File: config.mk
export PLATFORM = sky130hd
export DESIGN_NAME = asyncmem_timing_ctrl
export DESIGN_NICKNAME = d
export VERILOG_FILES = /design/src/rtl/amb_pkg.sv /design/src/rtl/amb_timing_regs.sv /design/src/rtl/amb_phase_seq.sv /design/src/rtl/amb_bus_drive.sv /design/src/rtl/asyncmem_timing_ctrl.sv
export SDC_FILE = /design/constraint.sdc
export NUM_CORES = 1
export LEC_CHECK = 0
export BUFFER_PORTS_ARGS = -buffer_cell sky130_fd_sc_hd__buf_2
export CAP_MARGIN = 10
export CORE_ASPECT_RATIO = 1.75
export CORE_MARGIN = 3
export CORE_UTILIZATION = 52
export CTS_CLUSTER_DIAMETER = 80
export CTS_CLUSTER_SIZE = 25
export DETAILED_ROUTE_END_ITERATION = 6
export PLACE_DENSITY = 0.8
export SETUP_SLACK_MARGIN = 0.4
export SKIP_LAST_GASP = 1
export SYNTH_ARGS = -nofsm -noshare
export SYNTH_HDL_FRONTEND = slang
export SYNTH_SLANG_ARGS = --single-unit
File: constraint.sdc
create_clock -name clk -period 3 [get_ports clk]
set_input_delay 0.45 -clock clk [delete_from_list [all_inputs] [get_ports clk]]
set_output_delay 0.45 -clock clk [all_outputs]
set_load 0.01 [all_outputs]
File: src/rtl/amb_pkg.sv
package amb_pkg;
  localparam int ASET_W = 4;
  localparam int AHLD_W = 4;
  localparam int DSET_W = 8;

  typedef struct packed {
    logic [DSET_W-1:0] dset;
    logic [AHLD_W-1:0] ahld;
    logic [ASET_W-1:0] aset;
  } timing_t;

  localparam int TIM_W   = $bits(timing_t);
  localparam int EXT_BIT = TIM_W;
  localparam int CFG_W   = TIM_W + 1;
  localparam int CNT_W   = DSET_W;

  typedef enum logic [2:0] {
    PH_IDLE,
    PH_ASET,
    PH_AHLD,
    PH_DSET,
    PH_WEXT
  } phase_e;
endpackage

File: src/rtl/amb_timing_regs.sv
module amb_timing_regs
  import amb_pkg::*;
(
  input  logic             clk,
  input  logic             rst_n,
  input  logic             cfg_we,
  input  logic             cfg_sel,
  input  logic [CFG_W-1:0] cfg_wdata,
  output timing_t          rd_tim,
  output timing_t          wr_tim,
  output logic             ext_en
);
  always_ff @(posedge clk or negedge rst_n) begin
    if (!rst_n) begin
      rd_tim <= '0;
      wr_tim <= '0;
      ext_en <= 1'b0;
    end else if (cfg_we) begin
      if (!cfg_sel) begin
        rd_tim <= timing_t'(cfg_wdata[TIM_W-1:0]);
        ext_en <= cfg_wdata[EXT_BIT];
      end else begin
        wr_tim <= timing_t'(cfg_wdata[TIM_W-1:0]);
      end
    end
  end
endmodule

File: src/rtl/amb_phase_seq.sv
module amb_phase_seq
  import amb_pkg::*;
(
  input  logic    clk,
  input  logic    rst_n,
  input  logic    start,
  input  logic    start_wr,
  input  timing_t start_tim,
  output phase_e  phase,
  output logic    is_wr,
  output logic    last_cycle,
  output logic    done
);
  logic [CNT_W-1:0] cnt_q;
  timing_t          tim_q;

  function automatic logic [CNT_W-1:0] len_m1(input logic [CNT_W-1:0] v);
    return (v == '0) ? '0 : v - CNT_W'(1);
  endfunction

  assign last_cycle = (cnt_q == '0);

  always_ff @(posedge clk or negedge rst_n) begin
    if (!rst_n) begin
      phase <= PH_IDLE;
      cnt_q <= '0;
      tim_q <= '0;
      is_wr <= 1'b0;
      done  <= 1'b0;
    end else begin
      done <= 1'b0;
      unique case (phase)
        PH_IDLE: begin
          if (start) begin
            phase <= PH_ASET;
            cnt_q <= len_m1(CNT_W'(start_tim.aset));
            tim_q <= start_tim;
            is_wr <= start_wr;
          end
        end
        PH_ASET: begin
          if (!last_cycle) begin
            cnt_q <= cnt_q - CNT_W'(1);
          end else if (tim_q.ahld != '0) begin
            phase <= PH_AHLD;
            cnt_q <= len_m1(CNT_W'(tim_q.ahld));
          end else begin
            phase <= PH_DSET;
            cnt_q <= len_m1(CNT_W'(tim_q.dset));
          end
        end
        PH_AHLD: begin
          if (!last_cycle) begin
            cnt_q <= cnt_q - CNT_W'(1);
          end else begin
            phase <= PH_DSET;
            cnt_q <= len_m1(CNT_W'(tim_q.dset));
          end
        end
        PH_DSET: begin
          if (!last_cycle) begin
            cnt_q <= cnt_q - CNT_W'(1);
          end else if (is_wr) begin
            phase <= PH_WEXT;
            cnt_q <= '0;
          end else begin
            phase <= PH_IDLE;
            done  <= 1'b1;
          end
        end
        PH_WEXT: begin
          phase <= PH_IDLE;
          done  <= 1'b1;
        end
        default: phase <= PH_IDLE;
      endcase
    end
  end
endmodule

File: src/rtl/amb_bus_drive.sv
module amb_bus_drive
  import amb_pkg::*;
#(
  parameter int ADDR_W = 26,
  parameter int DATA_W = 16
) (
  input  logic              clk,
  input  logic              rst_n,
  input  logic              accept,
  input  logic [ADDR_W-1:0] req_addr,
  input  logic [DATA_W-1:0] req_wdata,
  input  phase_e            phase,
  input  logic              is_wr,
  input  logic              last_cycle,
  input  logic [DATA_W-1:0] mem_dq_in,
  output logic [ADDR_W-1:0] mem_addr,
  output logic [DATA_W-1:0] mem_dq_out,
  output logic              mem_dq_oe,
  output logic              mem_adv_n,
  output logic              mem_ce_n,
  output logic              mem_oe_n,
  output logic              mem_we_n,
  output logic [DATA_W-1:0] rdata
);
  logic in_hold, in_data, sample;

  assign in_hold = (phase == PH_AHLD);
  assign in_data = (phase == PH_DSET);
  assign sample  = in_data && last_cycle && !is_wr;

  always_ff @(posedge clk or negedge rst_n) begin
    if (!rst_n) begin
      mem_addr   <= '0;
      mem_dq_out <= '0;
      rdata      <= '0;
    end else begin
      if (accept) begin
        mem_addr   <= req_addr;
        mem_dq_out <= req_wdata;
      end
      if (sample) begin
        rdata <= mem_dq_in;
      end
    end
  end

  assign mem_adv_n = (phase != PH_ASET);
  assign mem_ce_n  = (phase == PH_IDLE);
  assign mem_oe_n  = !(!is_wr && (in_hold || in_data));
  assign mem_we_n  = !(is_wr && in_data);
  assign mem_dq_oe = is_wr && (in_data || phase == PH_WEXT);
endmodule

File: src/rtl/asyncmem_timing_ctrl.sv
module asyncmem_timing_ctrl
  import amb_pkg::*;
#(
  parameter int ADDR_W = 26,
  parameter int DATA_W = 16
) (
  input  logic              clk,
  input  logic              rst_n,
  input  logic              cfg_we,
  input  logic              cfg_sel,
  input  logic [CFG_W-1:0]  cfg_wdata,
  input  logic              req_valid,
  output logic              req_ready,
  input  logic              req_write,
  input  logic [ADDR_W-1:0] req_addr,
  input  logic [DATA_W-1:0] req_wdata,
  output logic              rsp_valid,
  output logic [DATA_W-1:0] rsp_rdata,
  output logic [ADDR_W-1:0] mem_addr,
  output logic              mem_adv_n,
  output logic              mem_ce_n,
  output logic              mem_oe_n,
  output logic              mem_we_n,
  output logic [DATA_W-1:0] mem_dq_out,
  output logic              mem_dq_oe,
  input  logic [DATA_W-1:0] mem_dq_in
);
  timing_t rd_tim, wr_tim, sel_tim;
  logic    ext_en, accept, is_wr, last_cycle;
  phase_e  phase;

  amb_timing_regs u_regs (
    .clk(clk), .rst_n(rst_n), .cfg_we(cfg_we), .cfg_sel(cfg_sel),
    .cfg_wdata(cfg_wdata), .rd_tim(rd_tim), .wr_tim(wr_tim), .ext_en(ext_en)
  );

  assign req_ready = (phase == PH_IDLE);
  assign accept    = req_valid && req_ready;
  assign sel_tim   = (req_write && ext_en) ? wr_tim : rd_tim;

  amb_phase_seq u_seq (
    .clk(clk), .rst_n(rst_n), .start(accept), .start_wr(req_write),
    .start_tim(sel_tim), .phase(phase), .is_wr(is_wr),
    .last_cycle(last_cycle), .done(rsp_valid)
  );

  amb_bus_drive #(.ADDR_W(ADDR_W), .DATA_W(DATA_W)) u_drive (
    .clk(clk), .rst_n(rst_n), .accept(accept), .req_addr(req_addr),
    .req_wdata(req_wdata), .phase(phase), .is_wr(is_wr),
    .last_cycle(last_cycle), .mem_dq_in(mem_dq_in), .mem_addr(mem_addr),
    .mem_dq_out(mem_dq_out), .mem_dq_oe(mem_dq_oe), .mem_adv_n(mem_adv_n),
    .mem_ce_n(mem_ce_n), .mem_oe_n(mem_oe_n), .mem_we_n(mem_we_n),
    .rdata(rsp_rdata)
  );
endmodule

==> metrics.cfg, run 1 <==
[floorplanning]
dieArea_mm2=0.0112
rows=47
ios=146
chipWidth_um=81.4
core_area_mm2=0.00959
die_h_um=138
initial_utilization_pct=54.0

[global_routing]
grt_pass1_vias=3908
use_met1_pct=21.2
busiest_layer=met2
grt_use_met3_pct=5.59
grt_first_pass_wirelength_um=17900
grt_start_max_net_pins=55
grt_usage_pct=21.1
use_met2_pct=38.7
antenna_found_initial=0
grt_overflow_total=0

[timing]
min_period_ps=2440
hold_viol_final=0
worst_slew_pin_slew_ps=746
finalClockSkew_ps=7.73
slew_violations=0
fmaxAchievable_ghz=0.410
finalSetupViolCount=0
fin_setup_tns_ps=0
relSlewSlack_pct=49.9
setup_ws_ps=562
rsz0062_at_grt=no
timing.final.crit_share_pct=81.3

[clock_tree]
insertion_delay_ps=410
clockBufferDepth=2
clkTransAtPathRegs_ps=50
cts_made_buffers=17
clock-sinks=116
cts_tree=done
htree_num_levels=4
root_buffer=clkbuf_16

[logic_synthesis]
synth_ff_type=dfrtp_1
synth_seq_cells=116
netlist_top_cells_count=116 x dfrtp_1, 84 x mux2_2, 33 x nor2_1, 17 x nand2_1
synthArstFlopShare_pct=100
synth_edf_count=0
ys.warnings.count=0
syn-num-nets=492
yosys.cell_count.top_type=dfrtp_1
syn_area_mm2=0.00517
seq_area_frac_synth_pct=56.1
syn_inst=406
synthDistinctLibCells=48
synth_area_leaders=dfrtp_1 56%, mux2_2 18%, mux2i_1 2.7%
avgSynthCellArea_um2=12.7
synth_area_leader_cell=dfrtp_1
synth_top_area_share_pct=56.1

[finish]
final_util_pct=69.0
area_growth_pct=27.8
final_area_mm2=0.00661
fill_cells=695
num_antenna_cells=0
fin_nets=642
drive_above_1_share_pct=50.0

[pwr]
power_leakage_nw=3.40
total_power_w=0.00398
irDropWorstVdd_mv=0.427
powerDensity_mw_per_mm2=602

[setup_path]
cp-end-kind=register
cp_data_arrival_time_ps=2710
crit_path_start_kind=register
cp_max_fo=19
required_ps=3280
crit_type=register to register
reg2regPathDepth=7

[placement]
io_buffers=145
dpl.hpwl_um=8620
gp_congestion=0.798
place_ws_ps=584
placed_area_mm2=0.00601

[drt]
wirelength_um=11700
dr_total_vias=3718
avgRoutedWirePerCell_um=17.0
drt-initial-drc-count=184
via_per_inst=5.39
drc=0
antenna_violating_nets_post_route=0
drt_first_pass_iters=4

[job]
maxCapViolCount=0

[status]
outcome=finished clean

[worst_hold_path]
hold_class=primary input to async pin

## final timing paths
check	startpoint	to	slack [ps]
max in group asynchronous	rst_n	u_drive.mem_addr[1]	2270
setup / recovery	u_seq.cnt_q[0]	u_seq.cnt_q[3]	560
min in group clk	req_addr[12]	u_drive.mem_addr[12]	270
hold / removal	rst_n	u_drive.rdata[10]	10
setup reg to reg	u_seq.cnt_q[0]	u_seq.cnt_q[3]	560
hold reg to reg	u_drive.mem_dq_out[10]	u_drive.mem_dq_out[10]	500
## through the flow
stage          cells  hold slack [ps]
3_3_place_gp     659              442
2_1_floorplan    406              154
5_1_grt          690             38.8
3_5_place_dp     659              446
4_1_cts          690             13.4
6_report         690             13.4
## report_power, final
| group | internal [W] | switching [W] | total (W) |
|---|---|---|---|
| registers | 0.00164 | 0.0000506 | 0.00169 |
| clock network | 0.00132 | 0.000691 | 0.00201 |
| logic | 0.000151 | 0.000123 | 0.000274 |
## layer usage
metal  routed length (µm)  part of all wire, %
met2                 6840                   58
met3                  476                  4.1
met1                 4010                   34
met4                  373                  3.2
met5                    0                    0
## repair_timing
item / 4_1_cts / 5_1_grt
setup endpoints to repair: 0 / 2
resized for setup: 0 / 1
setup buffers: 0 / 0
endpoints found under the hold margin: 0 / 0
hold buffers: 0 / 0
## layout by cell type (no fill, tap or decap), drive strengths merged, types with 2 or more instances in the layout
master | Yosys | layout
o21ai | 16 | 16
a31oi | 2 | 2
nand2b | 4 | 4
o31ai | 3 | 3
a22oi | 2 | 2
buf | 10 | 151
clkbuf | 10 | 19
clkinv | 0 | 4
nand3 | 3 | 3
dfrtp | 116 | 116
clkinvlp | 0 | 4
nor3b | 4 | 4
xnor2 | 5 | 5
inv | 7 | 8
mux2i | 14 | 14
nor3 | 10 | 10
nand3b | 4 | 4
xor2 | 5 | 5
mux2 | 93 | 93
a211oi | 2 | 2
ha | 5 | 5
bufinv | 0 | 3
nand2 | 17 | 17
nor4 | 2 | 2
a21oi | 15 | 15
or3b | 2 | 2
o211ai | 4 | 4
or4 | 2 | 2
and2 | 2 | 2
nor2 | 33 | 33
## critical path, stage by stage, from the launching register on
cell,delay (ps)
dfrtp_1,400
inv_1,100
ha_1,150
or3b_2,490
or4_4,670
and2_2,270
o21ai_0,100
o211ai_1,120
## registers in the layout (all words and copies together) (netlist names)
name	cells
u_drive.mem_addr	26
u_drive.mem_dq_out	16
u_drive.rdata	16
u_regs.ext_en	1
u_regs.rd_tim	16
u_regs.wr_tim	16
u_seq.cnt_q	8
u_seq.done	1
u_seq.is_wr	1
u_seq.phase	3
u_seq.tim_q	12
## final cells by class
cell class	count	area [µm²]	share of cell area, %
Sequential cell	116	2900	43.9
Multi-Input combinational cell	263	2140	32.4
Timing Repair Buffer	151	786	11.9
Clock buffer	19	443	6.70
Clock inverter	12	156	2.37
Inverter	7	26.3	0.397
Tap cell	122	153	2.31
## kinds of logic (layout without fill, tap and decap cells)
logic type / after synthesis / in the layout / share of synthesized area (%)
AOI/OAI and AO/OA: 52 / 52 / 6.21
xor gates and xnor gates: 10 / 10 / 1.69
adders and majority gates: 5 / 5 / 1.21
buffers and inverters: 27 / 189 / 2.54
DFF: 116 / 116 / 56.1
muxes: 107 / 107 / 23.6
and+or+nand+nor: 89 / 89 / 8.66
Note: power is estimated with default switching activity, not from simulation.
==> run 2: changes to the inputs <==
--- a/config.mk
+++ b/config.mk
@@ -9,11 +9,11 @@
 export CAP_MARGIN = 10
 export CORE_ASPECT_RATIO = 1.75
 export CORE_MARGIN = 3
-export CORE_UTILIZATION = 52
+export CORE_UTILIZATION = 47
 export CTS_CLUSTER_DIAMETER = 80
 export CTS_CLUSTER_SIZE = 25
 export DETAILED_ROUTE_END_ITERATION = 6
-export PLACE_DENSITY = 0.8
+export PLACE_DENSITY = 0.76
 export SETUP_SLACK_MARGIN = 0.4
 export SKIP_LAST_GASP = 1
 export SYNTH_ARGS = -nofsm -noshare
==> constraint.sdc (replaced) <==
create_clock -name clk -period 2.1 [get_ports clk]
set_input_delay 0.315 -clock clk [delete_from_list [all_inputs] [get_ports clk]]
set_output_delay 0.315 -clock clk [all_outputs]
set_load 0.01 [all_outputs]
==> run 2 against run 1 <==
Combinational power increased by 44%; sequential power increased by 43%; non-clock buffer count increased by 35; routed wire length increased by 4.5%; die area increased by 10%; clock skew increased by 1.8 ps; via count increased by 6.1%; largest cell class unchanged.
==> metrics.cfg, run 2 (synthesized netlist as in run 1, its figures left out) <==
[global_routing]
grt_usage_pct=18.6  ; -2.5 points
grt_first_pass_wirelength_um=18100  ; +1.1%
grt_overflow_total=0  ; unchanged
grt_start_max_net_pins=56  ; +1.8%
grt_pass1_vias=4003  ; +2.4%
antenna_found_initial=0  ; unchanged

[clock_tree]
cts_tree=done
insertion_delay_ps=410  ; about the same
root_buffer=clkbuf_16
clock-sinks=116  ; unchanged
cts_made_buffers=17  ; unchanged
clockBufferDepth=2  ; unchanged
htree_num_levels=4  ; unchanged
clkTransAtPathRegs_ps=50  ; about the same

[timing]
worst_slew_pin_slew_ps=635  ; -111 ps
min_period_ps=2080  ; -354 ps
timing.final.crit_share_pct=99.2  ; +18 points
fmaxAchievable_ghz=0.480  ; +17%
relSlewSlack_pct=57.7  ; +7.8 points
slew_violations=0  ; unchanged
finalClockSkew_ps=9.58  ; +1.85 ps
finalSetupViolCount=0  ; unchanged
rsz0062_at_grt=yes
hold_viol_final=0  ; unchanged
fin_setup_tns_ps=0  ; unchanged

[drt]
antenna_violating_nets_post_route=0  ; unchanged
wirelength_um=12200  ; +4.5%
avgRoutedWirePerCell_um=16.7  ; -1.7%
dr_total_vias=3944  ; +6.1%
via_per_inst=5.37  ; -0.28%
drt-initial-drc-count=236  ; +28%
drt_first_pass_iters=5  ; +1
drc=0  ; unchanged

[worst_hold_path]
hold_class=primary input to register

[placement]
io_buffers=145  ; unchanged
gp_congestion=0.908  ; +14%
dpl.hpwl_um=8280  ; -3.9%
placed_area_mm2=0.00618  ; +2.8%

[setup_path]
required_ps=2390  ; -890 ps
r2r_end=u_drive.rdata[6]
cp-startpoint=u_seq.cnt_q[0]
crit_path_start_kind=register
cp-end-kind=register
cp_max_fo=17  ; -2
regToRegSetupSlack_ps=20  ; -550 ps
cp_data_arrival_time_ps=2370  ; -340 ps
crit_type=register to register
endpoint=u_drive.rdata[6]
reg2regPathDepth=6  ; -1
reg2reg_from=u_seq.cnt_q[0]

[floorplanning]
core_area_mm2=0.0107  ; +12%
die_h_um=145  ; +5.0%
ios=146  ; unchanged
initial_utilization_pct=48.4  ; -5.6 points
rows=50  ; +6.4%
dieArea_mm2=0.0124  ; +10%
chipWidth_um=85.3  ; +4.8%

[pwr]
power_leakage_nw=3.66  ; +7.8%
irDropWorstVdd_mv=0.903  ; +110%
powerDensity_mw_per_mm2=855  ; +42%

[finish]
fill_cells=748  ; +7.6%
fin_nets=677  ; +5.5%
final_area_mm2=0.00717  ; +8.5%
final_cell_mix=143 x buf_2, 114 x dfrtp_1, 84 x mux2_2, 30 x nor2_1, 29 x buf_4
layout_commonest_cell=buf_2
regMostFlops=u_drive.mem_addr
drive_above_1_share_pct=55.8  ; +5.8 points
area_growth_pct=38.6
largest_reg_flops=26  ; unchanged
num_antenna_cells=0  ; unchanged

[status]
outcome=finished clean

[job]
maxCapViolCount=0  ; unchanged

==> run 2: cell types whose count changed in the layout (fill, tap and decap cells not counted), sizes merged <==
cell         delta
clkbuf          +4
clkinvlp        -3
buf            +31
dlygate4sd3     +1
bufinv          +3
==> run 2: how the worst min path moves through the flow <==
stage,start,endpoint,cells past startpoint
after floorplan,rst_n,u_drive.mem_addr[0],0
final,req_addr[14],u_drive.mem_addr[14],2
after detailed placement,rst_n,u_drive.mem_addr[25],1
after CTS,req_wdata[3],u_drive.mem_dq_out[3],2
after global routing,req_addr[15],u_drive.mem_addr[15],2
after global placement,rst_n,u_drive.mem_addr[1],1
==> run 2: cell type report <==
cell class / instances / area (µm²) / share of cell area, %
Clock buffer: 20 / 467 / 6.51
Tap cell: 130 / 163 / 2.27
Inverter: 7 / 26.3 / 0.366
Timing Repair Buffer: 186 / 1160 / 16.2
Sequential cell: 116 / 2910 / 40.5
Multi-Input combinational cell: 263 / 2230 / 31.1
Clock inverter: 12 / 224 / 3.12
==> run 2: timing repair <==
item / 4_1_cts / 5_1_grt
pin swaps: 5 / 5
endpoints found under the hold margin: 46 / 0
gates resized for setup: 22 / 11
hold buffers: 1 / 0
endpoints found under the setup margin: 29 / 49
cloned: 0 / 2
buffers inserted: 10 / 8
==> run 2: routing by layer <==
metal | share of wire [%] | up-vias | wire length [µm] | track usage [%]
met5 | 0 | - | 0 | 0
met4 | 2.8 | 0 | 347 | 9.76
met3 | 5.3 | 30 | 646 | 4.87
met2 | 57 | 143 | 6950 | 34.1
met1 | 35 | 1954 | 4300 | 19.1
li1 | - | 1817 | - | -
==> run 2: power by group <==
| part | leakage, nW | switching, W | total (W) | internal, W |
|---|---|---|---|---|
| clock network | 0.337 | 0.00100 | 0.00332 | 0.00232 |
| logic | 1.84 | 0.000176 | 0.000394 | 0.000218 |
| registers | 1.48 | 0.0000678 | 0.00242 | 0.00235 |
| total | 3.66 | 0.00124 | 0.00613 | 0.00489 |
==> run 2: stage by stage <==
step                      hold WS, ps  util [%]  cells  setup slack, ps  power [W]
after floorplan                  19.4         -    406            -56.1    0.00265
after global placement            364      57.7    681             51.7    0.00283
after detailed placement          383      57.7    681             11.0    0.00285
after CTS                         126      65.6    724             11.7    0.00618
after global routing              130      67.1    734            -33.2    0.00632
final                             138      67.1    734             15.9    0.00613
==> run 2: critical path, stage by stage (launching register included) <==
cell and delay (ps):
dfrtp_1 390, inv_2 60, ha_1 130, or3b_4 370, or4_4 530, buf_12 190, mux2_4 300
==> run 3: changes to the inputs <==
--- a/config.mk
+++ b/config.mk
@@ -9,13 +9,14 @@
 export CAP_MARGIN = 10
 export CORE_ASPECT_RATIO = 1.75
 export CORE_MARGIN = 3
-export CORE_UTILIZATION = 47
+export CORE_UTILIZATION = 48
 export CTS_CLUSTER_DIAMETER = 80
 export CTS_CLUSTER_SIZE = 25
 export DETAILED_ROUTE_END_ITERATION = 6
-export PLACE_DENSITY = 0.76
+export PLACE_DENSITY = 0.77
 export SETUP_SLACK_MARGIN = 0.4
 export SKIP_LAST_GASP = 1
 export SYNTH_ARGS = -nofsm -noshare
 export SYNTH_HDL_FRONTEND = slang
+export SYNTH_HIERARCHICAL = 1
 export SYNTH_SLANG_ARGS = --single-unit
==> run 3 against run 2 <==
Global-route usage increased by 2.7 points; count of clock-buffer cells in the layout shrank 2; largest cell class unchanged; register-to-register slack better by 80 ps; critical path type unchanged; sequential share of layout area shrank 3.5 points; sequential power up 55%; fmax is 3.9% higher; clock power decreased by 6.9%.
==> metrics.cfg, run 3 <==
[drt]
drc=0  ; unchanged
drt-initial-drc-count=197  ; -17%
drt_first_pass_iters=6  ; +1
dr_wl_met3_um=613  ; -5.1%
wirelength_um=15400  ; +26%
via_per_inst=5.50  ; +2.3%
dr_total_vias=4123  ; +4.5%
avgRoutedWirePerCell_um=20.5  ; +23%
top_layer=met4
antenna_violating_nets_post_route=0  ; unchanged
dr_wl_met2_um=8830  ; +27%
met1_length_um=5280  ; +23%

[placement]
dpl.hpwl_um=9090  ; +9.8%
gp_congestion=0.820  ; -9.7%
place_ws_ps=20.2  ; +9.20 ps
placed_area_mm2=0.00638  ; +3.3%
io_buffers=145  ; unchanged
numPlacedInstances=666  ; -2.2%

[logic_synthesis]
synthArstFlopShare_pct=100  ; unchanged
synth_ff_type=dfrtp_1
syn-num-nets=479  ; -2.6%
synth_area_leader_cell=dfrtp_1
seq_area_frac_synth_pct=53.4  ; -2.7 points
avgSynthCellArea_um2=13.8  ; +8.5%
syn_inst=393  ; -3.2%
netlist_top_cells_count=116 x dfrtp_1, 86 x mux2_2, 30 x mux2_4, 18 x nor2_1, 14 x o21ai_0
syn_area_mm2=0.00543  ; +5.0%
synthDistinctLibCells=57  ; +19%
synth_top_area_share_pct=53.4  ; -2.7 points
synth_edf_count=0  ; unchanged
yosys.cell_count.top_type=dfrtp_1
synth_area_leaders=dfrtp_1 53%, mux2_2 18%, mux2_4 8.3%
synth_seq_cells=116  ; unchanged
ys.warnings.count=6  ; +6

[timing]
finalClockSkew_ps=12.7  ; +3.09 ps
fin_setup_tns_ps=0  ; unchanged
relSlewSlack_pct=57.7  ; about the same
timing.final.crit_share_pct=95.5  ; -3.7 points
finalSetupViolCount=0  ; unchanged
worst_slew_pin_slew_ps=634  ; -1.11 ps
fmaxAchievable_ghz=0.498  ; +3.9%
setup_ws_ps=93.5  ; +77.6 ps
slew_violations=0  ; unchanged
hold_viol_final=0  ; unchanged
min_period_ps=2010  ; -77.6 ps
rsz0062_at_grt=yes

[clock_tree]
insertion_delay_ps=420  ; about the same
cts_made_buffers=17  ; unchanged
clock-sinks=116  ; unchanged
htree_num_levels=4  ; unchanged
cts_tree=done
clockBufferDepth=2  ; unchanged
root_buffer=clkbuf_16
clkTransAtPathRegs_ps=60  ; about the same

[finish]
area_growth_pct=44.4
final_cell_mix=143 x buf_2, 114 x dfrtp_1, 63 x mux2_4, 53 x mux2_2, 42 x buf_4
final_area_mm2=0.00784  ; +9.3%
final_util_pct=72.1  ; +5.0 points
largest_reg_flops=26  ; unchanged
layout_commonest_cell=buf_2
layout.cells.non_filler=750  ; +2.2%
fin_nets=693  ; +2.4%
num_antenna_cells=0  ; unchanged
regMostFlops=u_drive/mem_addr
drive_above_1_share_pct=65.5  ; +9.7 points

[setup_path]
crit_type=register to register
reg2regPathDepth=8  ; +2
cp_data_arrival_time_ps=2350  ; -20 ps
cp_max_fo=3  ; -14
required_ps=2450  ; +60 ps
regToRegSetupSlack_ps=90  ; +80 ps
crit_path_start_kind=register
cp-end-kind=register
r2r_end=u_seq/cnt_q[3]
reg2reg_from=u_seq/tim_q[5]

[floorplanning]
dieArea_mm2=0.0127  ; +2.6%
rows=50  ; unchanged
initial_utilization_pct=49.9  ; +1.5 points
chipWidth_um=86.4  ; +1.3%
core_area_mm2=0.0109  ; +1.8%
die_h_um=147  ; +1.3%
ios=146  ; unchanged

[global_routing]
grt_first_pass_wirelength_um=21100  ; +17%
grt_pass1_vias=4453  ; +11%
grt_start_max_net_pins=45  ; -20%
grt_overflow_total=0  ; unchanged
antenna_found_initial=0  ; unchanged
grt_usage_pct=21.3  ; +2.7 points

[status]
outcome=finished clean

[pwr]
irDropWorstVdd_mv=1.00  ; +11%
power_leakage_nw=3.77  ; +2.8%
powerDensity_mw_per_mm2=1530  ; +79%

[worst_hold_path]
min_delay_path_depth=2  ; unchanged
hold_class=primary input to register
hp-start=mem_dq_in[12]
whs_endpoint=u_drive/rdata[12]

[job]
maxCapViolCount=0  ; unchanged

run 3: cell types whose count changed after synthesis, sizes merged, moves of 5 or more:
cell / delta
mux2: +23
nor2: -15
mux2i: -12
a21oi: -9
clkbuf: -8
nor2b: +5
or3: +5
run 3: critical path: stages (launching register included):
cell and delay [ps]:
dfrtp_1 390, inv_2 70, ha_4 160, nor3b_4 160
buf_4 140, or3_4 390, or3_4 390, o211ai_1 100
o31a_1 140
run 3: power breakdown:
| group | internal [W] | switching, W | leakage (nW) | total, W |
|---|---|---|---|---|
| sequential | 0.00311 | 0.000643 | 1.39 | 0.00375 |
| combinational | 0.00281 | 0.00232 | 2.09 | 0.00514 |
| clock | 0.00200 | 0.00109 | 0.295 | 0.00309 |
run 3: routing by layer:
metal | vias to the layer above | global-route usage, %
met5 | - | 0
li1 | 1853 | -
met1 | 2075 | 21.1
met4 | 0 | 11.5
met2 | 149 | 38.9
met3 | 46 | 5.78
run 3: logic make-up after synthesis:
| kind of cell | share of synthesized area [%] |
|---|---|
| flops | 53.4 |
| fa+ha+maj | 1.15 |
| simple gates | 9.72 |
| xor+xnor | 1.29 |
| compound gates | 5.27 |
| buf+inv | 2.65 |
| mux | 26.5 |
run 3: per-stage QoR:
| stage | total power, W | hold slack [ps] |
|---|---|---|
| finish | 0.0120 | 128 |
| global route | 0.0125 | 111 |
| CTS | 0.0111 | 117 |
| detailed placement | 0.00753 | 305 |
| global placement | 0.00735 | 299 |
| floorplan | 0.00616 | 19.4 |
run 3: layout make-up:
cell class                      count  area [µm²]
Timing Repair Buffer              210        1440
Inverter                            9        36.3
Clock buffer                       18         429
Clock inverter                     14         201
Multi-Input combinational cell    253        2670
Fill cell                         678        3040
Sequential cell                   116        2910
Tap cell                          130         163
run 3: worst max path at each step:
| stage | slack [ps] | to | cells past startpoint | startpoint |
|---|---|---|---|---|
| finish | 90 | u_seq/cnt_q[3] | 8 | u_seq/tim_q[5] |
| detailed placement | 20 | u_drive/rdata[14] | 7 | u_seq/cnt_q[1] |
| CTS | 160 | mem_oe_n | 3 | u_seq/is_wr |
| global route | 20 | u_seq/cnt_q[2] | 10 | u_seq/phase[1] |
| global placement | 130 | u_drive/rdata[12] | 7 | u_seq/cnt_q[1] |
| floorplan | 180 | u_seq/is_wr | 5 | u_seq/phase[1] |
run 3: what timing repair did:
| item | CTS | global route |
|---|---|---|
| endpoints found under the hold margin | 33 | 0 |
| hold buffers | 1 | 0 |
| cloned | 1 | 7 |
| pin swaps | 9 | 10 |
| resized for setup | 21 | 73 |
| buffers inserted | 27 | 16 |
| setup endpoints to repair | 80 | 84 |
